===== config.mk =====
export PLATFORM = sky130hd
export DESIGN_NAME = ramctl_regs
export DESIGN_NICKNAME = d
export VERILOG_FILES = /design/src/rtl/ramctl_pkg.sv /design/src/rtl/ramctl_decode.sv /design/src/rtl/ramctl_ctrl.sv /design/src/rtl/ramctl_base.sv /design/src/rtl/ramctl_regs.sv
export SDC_FILE = /design/constraint.sdc
export NUM_CORES = 1
export LEC_CHECK = 0
export BUFFER_PORTS_ARGS = -buffer_cell sky130_fd_sc_hd__buf_2
export CELL_PAD_IN_SITES_DETAIL_PLACEMENT = 1
export CELL_PAD_IN_SITES_GLOBAL_PLACEMENT = 1
export CORE_MARGIN = 1
export CORE_UTILIZATION = 33
export CTS_BUF_LIST = sky130_fd_sc_hd__clkbuf_16
export CTS_CLUSTER_DIAMETER = 100
export DETAILED_ROUTE_END_ITERATION = 12
export PLACE_DENSITY_LB_ADDON = 0.25
export SYNTH_ARGS = -nofsm -noshare
export SYNTH_HDL_FRONTEND = slang
export SYNTH_SLANG_ARGS = --single-unit

===== constraint.sdc =====
create_clock -name clk_i -period 2.1 [get_ports clk_i]
set_input_delay 0.105 -clock clk_i [delete_from_list [all_inputs] [get_ports clk_i]]
set_output_delay 0.105 -clock clk_i [all_outputs]
set_load 0.05 [all_outputs]

===== src/rtl/ramctl_pkg.sv =====
package ramctl_pkg;
  localparam int DATA_W = 16;
  localparam int BE_W   = DATA_W / 8;
  typedef enum logic [1:0] {
    IDX_CTRL   = 2'd0,
    IDX_BASE   = 2'd1,
    IDX_SIG_HI = 2'd2,
    IDX_SIG_LO = 2'd3
  } reg_idx_e;
  localparam int BIT_STOP = 15;
  localparam int BIT_DONE = 10;
  localparam int BIT_EN   = 9;
  localparam int BIT_PRIV = 8;
endpackage


===== src/rtl/ramctl_decode.sv =====
module ramctl_decode
  import ramctl_pkg::*;
(
  input  logic     req_i,
  input  logic     reg_sel_i,
  input  logic     we_i,
  input  reg_idx_e idx_i,
  input  logic     stop_i,
  output logic     acc_ok_o,
  output logic     ctrl_wr_o,
  output logic     base_wr_o
);
  // in stop only the control word is reachable
  assign acc_ok_o  = req_i & reg_sel_i & (~stop_i | (idx_i == IDX_CTRL));
  assign ctrl_wr_o = acc_ok_o & we_i & (idx_i == IDX_CTRL);
  assign base_wr_o = acc_ok_o & we_i & (idx_i == IDX_BASE);
endmodule


===== src/rtl/ramctl_ctrl.sv =====
module ramctl_ctrl
  import ramctl_pkg::*;
(
  input  logic              clk_i,
  input  logic              rst_ni,
  input  logic              wr_i,
  input  logic [BE_W-1:0]   be_i,
  input  logic [DATA_W-1:0] wdata_i,
  output logic              stop_o,
  output logic              sig_en_o,
  output logic              priv_o
);
  always_ff @(posedge clk_i or negedge rst_ni) begin
    if (!rst_ni) begin
      stop_o   <= 1'b1;
      sig_en_o <= 1'b0;
      priv_o   <= 1'b0;
    end else if (wr_i && be_i[BE_W-1]) begin
      if (wdata_i[BIT_STOP] != stop_o) begin
        stop_o <= wdata_i[BIT_STOP];   // stop change masks other fields
      end else if (!stop_o) begin
        sig_en_o <= wdata_i[BIT_EN];
        priv_o   <= wdata_i[BIT_PRIV];
      end
    end
  end
endmodule


===== src/rtl/ramctl_base.sv =====
module ramctl_base
  import ramctl_pkg::*;
#(
  parameter int ADDR_W = 24,
  parameter int BASE_W = DATA_W
) (
  input  logic              clk_i,
  input  logic              rst_ni,
  input  logic              wr_i,
  input  logic [BE_W-1:0]   be_i,
  input  logic [DATA_W-1:0] wdata_i,
  input  logic              req_i,
  input  logic              reg_sel_i,
  input  logic              sv_i,
  input  logic              priv_i,
  input  logic [ADDR_W-1:0] addr_i,
  output logic [BASE_W-1:0] base_o,
  output logic              lock_o,
  output logic              array_sel_o
);
  localparam int LANES = BASE_W / 8;
  logic wr_ok;
  assign wr_ok = wr_i & ~lock_o & (|be_i);

  always_ff @(posedge clk_i or negedge rst_ni) begin
    if (!rst_ni)    lock_o <= 1'b0;
    else if (wr_ok) lock_o <= 1'b1;
  end

  for (genvar g = 0; g < LANES; g++) begin : g_lane
    always_ff @(posedge clk_i or negedge rst_ni) begin
      if (!rst_ni)                base_o[g*8 +: 8] <= 8'h00;
      else if (wr_ok && be_i[g])  base_o[g*8 +: 8] <= wdata_i[g*8 +: 8];
    end
  end

  logic hit;
  assign hit         = lock_o & (addr_i[ADDR_W-1 -: BASE_W] == base_o);
  assign array_sel_o = req_i & ~reg_sel_i & hit & (~priv_i | sv_i);
endmodule


===== src/rtl/ramctl_regs.sv =====
module ramctl_regs
  import ramctl_pkg::*;
#(
  parameter int ADDR_W = 24,
  parameter int SIG_W  = 32
) (
  input  logic              clk_i,
  input  logic              rst_ni,
  input  logic              req_i,
  input  logic              reg_sel_i,
  input  logic              we_i,
  input  logic [1:0]        reg_idx_i,
  input  logic [BE_W-1:0]   be_i,
  input  logic [DATA_W-1:0] wdata_i,
  input  logic              sv_i,
  input  logic [ADDR_W-1:0] addr_i,
  input  logic              sig_done_i,
  input  logic [SIG_W-1:0]  sig_value_i,
  output logic              reg_ack_o,
  output logic [DATA_W-1:0] rdata_o,
  output logic              array_sel_o,
  output logic              stop_o,
  output logic              sig_en_o
);
  reg_idx_e          idx;
  logic              acc_ok, ctrl_wr, base_wr;
  logic              priv_q, base_lock;
  logic [DATA_W-1:0] base_q;
  logic [DATA_W-1:0] rd_word;

  assign idx = reg_idx_e'(reg_idx_i);

  ramctl_decode u_decode (
    .req_i     (req_i),
    .reg_sel_i (reg_sel_i),
    .we_i      (we_i),
    .idx_i     (idx),
    .stop_i    (stop_o),
    .acc_ok_o  (acc_ok),
    .ctrl_wr_o (ctrl_wr),
    .base_wr_o (base_wr)
  );

  ramctl_ctrl u_ctrl (
    .clk_i    (clk_i),
    .rst_ni   (rst_ni),
    .wr_i     (ctrl_wr),
    .be_i     (be_i),
    .wdata_i  (wdata_i),
    .stop_o   (stop_o),
    .sig_en_o (sig_en_o),
    .priv_o   (priv_q)
  );

  ramctl_base #(.ADDR_W(ADDR_W), .BASE_W(DATA_W)) u_base (
    .clk_i       (clk_i),
    .rst_ni      (rst_ni),
    .wr_i        (base_wr),
    .be_i        (be_i),
    .wdata_i     (wdata_i),
    .req_i       (req_i),
    .reg_sel_i   (reg_sel_i),
    .sv_i        (sv_i),
    .priv_i      (priv_q),
    .addr_i      (addr_i),
    .base_o      (base_q),
    .lock_o      (base_lock),
    .array_sel_o (array_sel_o)
  );

  always_comb begin
    rd_word = '0;
    unique case (idx)
      IDX_CTRL: begin
        rd_word[BIT_STOP] = stop_o;
        if (!stop_o) begin
          rd_word[BIT_DONE] = sig_done_i;
          rd_word[BIT_EN]   = sig_en_o;
          rd_word[BIT_PRIV] = priv_q;
        end
      end
      IDX_BASE:   rd_word = base_q;
      IDX_SIG_HI: rd_word = sig_value_i[SIG_W-1 -: DATA_W];
      IDX_SIG_LO: rd_word = sig_value_i[DATA_W-1:0];
      default:    rd_word = '0;
    endcase
  end

  always_ff @(posedge clk_i or negedge rst_ni) begin
    if (!rst_ni) begin
      reg_ack_o <= 1'b0;
      rdata_o   <= '0;
    end else begin
      reg_ack_o <= acc_ok;
      rdata_o   <= (acc_ok && !we_i) ? rd_word : '0;
    end
  end
endmodule


==> flow_summary.toml <==
[status]
status = "finished, final reports clean"

[timing]
fin_skew_ns = 0.005387
setup_tns_ns = 0
period_share_pct = 92.39
final_hold_viol_count = 0
worst_pin_slew_ns = 0.8508
setup_viol_count_final = 0
setup_slack_ns = 0.1597
max_freq_ghz = 0.5154
fin_crit_ns = 1.940
rsz0062_at_grt = "no"
slew_headroom_pct = 43.28
slew_viol_final = 0

[critical_path]
crit_type = "register to output pin"
r2r_setup_slack_ns = 0.42
path_buf_inv = 1
worstSetupStartpointType = "register"
slowest_stage = "or4_4"
cp_top_family = "simple AND/OR/NAND/NOR gates"
worstSetupEndpointType = "output pin"
slowest_delay_ns = 0.47
path_cells = "xnor2_1 -> nand4_1 -> or4_4 -> nor4_4 -> buf_6"
cp.arrival_ns = 1.84
required_ns = 2.00
critPathMaxFanout = 3

[placed_design]
portBuffers = 94
dp.cells = 316
routabilityCongestion = 0.7177
placed_cell_area_um2 = 2460
dp_slack_ns = 0.08016
dp_hpwl_um = 4056

[global_routing]
grtUsageMet3_pct = 3.647
use_met2_pct = 34.51
grt_most_used_layer = "met2"
track_usage_pct = 19.39
antenna_found_initial = 0
met1_usage_pct = 23.45
grt_max_degree = 38
grt_pass1_vias = 1755
grt_pass1_wl_um = 8811
grt-ovfl-total = 0

[logic_synthesis]
synthCells = 152
ys_types = 27
synth_seq_cells = 37
netlist_area_um2 = 1874
synth_fp_nets = 236
synth-seq-area-share_pct = 49.47
ys_warn_count = 0
avgSynthCellArea_um2 = 12.33

[final_layout]
final_nets = 336
fin_area_um2 = 2616
syn_to_final_growth_pct = 39.59
final_layout_size_suffix_gt1_share_pct = 55.95
final_common_cell = "buf_2"
final_cell_mix = "93 x buf_2, 36 x dfrtp_1, 30 x mux2_2"
stdcell_count = 324
antenna_cells = 0
num-fill-cells = 645

[clock_network]
post_cts_buffers = 0
cts_tree = "done"
cts_inserted_buffers = 5
cts.htree.levels = 2
cts_buffer_depth = 2
clk_latency_ns = 0.28
root_buffer = "clkbuf_16"
numClockSinks = 37
clk_pin_slew_ns = 0.06

[job]
cap_violations = 0

[die]
core_um2 = 5507
die_w_um = 77.37
ios = 103
die_h_um = 77.37
num_rows = 27
initial_utilization_pct = 34.04
die_area_um2 = 5985

[power]
p_leak_nw = 1.341
irDropWorstVdd_uv = 316.0
total_power_mw = 1.739
powerDensity_nw_per_um2 = 664.7

[routing]
first_pass_iters = 3
routed_wl_um = 5361
wl_per_cell_um = 16.55
viasPerCell = 4.877
vias = 1580
drc = 0
ant_nets = 0
drt_iter0_markers = 66

[hold_path]
hold_class = "input pin to register"
-- metal layers --
metal / part of all wire (%) / wire length (µm)
met1: 42 / 2254
met2: 52 / 2777
met3: 4.7 / 250
met4: 1.5 / 79
met5: 0 / 0
-- path summary, 6_finish.rpt --
path                                        from           endpoint  cells past startpoint
max in group asynchronous                 rst_ni   u_base.base_o[3]                      2
worst max-delay path            u_base.base_o[2]        array_sel_o                      5
worst min-delay path                  wdata_i[7]   u_base.base_o[7]                      2
worst min register to register     u_ctrl.priv_o      u_ctrl.priv_o                      1
min in group asynchronous                 rst_ni         rdata_o[0]                      2
worst max register to register     u_ctrl.stop_o  u_base.base_o[15]                      4
-- per-stage QoR --
stage | utilization, % | hold WS [ns]
after detailed placement | 44.67 | 0.2642
after floorplan | - | -0.1906
final | 47.51 | 0.05738
after CTS | 47.51 | 0.05550
after global placement | 44.67 | 0.2674
after global routing | 47.51 | 0.06388
-- layout make-up --
| type | count | area (µm²) | area share, % |
|---|---|---|---|
| Sequential cell | 37 | 927.1 | 35.44 |
| Multi-Input combinational cell | 106 | 930.9 | 35.58 |
| Timing Repair Buffer | 100 | 524.3 | 20.04 |
| Inverter | 2 | 7.507 | 0.2869 |
| Clock inverter | 2 | 11.26 | 0.4304 |
| Clock buffer | 5 | 125.1 | 4.782 |
| Tap cell | 72 | 90.09 | 3.443 |
-- registers in the layout, summed over array words and instances (netlist names) --
| register | count |
|---|---|
| u_ctrl.stop_o | 1 |
| rdata_o | 16 |
| u_base.lock_o | 1 |
| u_base.base_o | 16 |
| reg_ack_o | 1 |
| u_ctrl.priv_o | 1 |
| u_ctrl.sig_en_o | 1 |
-- cells by family after synthesis --
logic type / share of synthesized area [%]
DFF: 49.47
muxes: 21.56
and+or+nand+nor: 10.88
AOI/OAI and AO/OA: 8.078
xor gates and xnor gates: 7.476
buffers and inverters: 1.869
adders and majority gates: 0.6675
-- power by group --
group          switching (mW)  internal [mW]
logic                   0.135          0.135
clock network           0.274          0.428
registers              0.0257          0.741
total                   0.435           1.30
-- synthesized netlist by cell type --
| library cell | instances | share of area, % |
|---|---|---|
| nor2_1 | 15 | 3.0 |
| buf_2 | 1 | 0.27 |
| or4_1 | 1 | 0.40 |
| a22oi_1 | 12 | 4.8 |
| and3_1 | 1 | 0.33 |
| dfrtp_1 | 36 | 48 |
| nor3b_4 | 2 | 2.0 |
| dfstp_2 | 1 | 1.4 |
| o21ai_0 | 1 | 0.27 |
| ha_1 | 1 | 0.67 |
| inv_1 | 2 | 0.40 |
| mux2i_1 | 4 | 2.1 |
| nand3_2 | 1 | 0.53 |
| a211oi_1 | 3 | 1.2 |
| o21bai_1 | 1 | 0.40 |
| nand2_1 | 3 | 0.60 |
| a221oi_1 | 3 | 1.4 |
| mux2_2 | 30 | 18 |
| nor2b_1 | 3 | 1.0 |
| nand4_1 | 4 | 1.3 |
| clkbuf_1 | 6 | 1.2 |
| nand2b_1 | 1 | 0.33 |
| and4b_1 | 1 | 0.53 |
| nor4_1 | 1 | 0.33 |
| and3b_1 | 1 | 0.47 |
| mux4_1 | 1 | 1.4 |
| xnor2_1 | 16 | 7.5 |
-- what timing repair did --
item,in CTS,in global routing
endpoints found under the setup margin,1,1
pin swaps,2,3
endpoints found under the hold margin,36,0
hold buffers,1,0
cloned,0,0
resized for setup,3,0
Note: power is estimated with default switching activity, not from simulation.
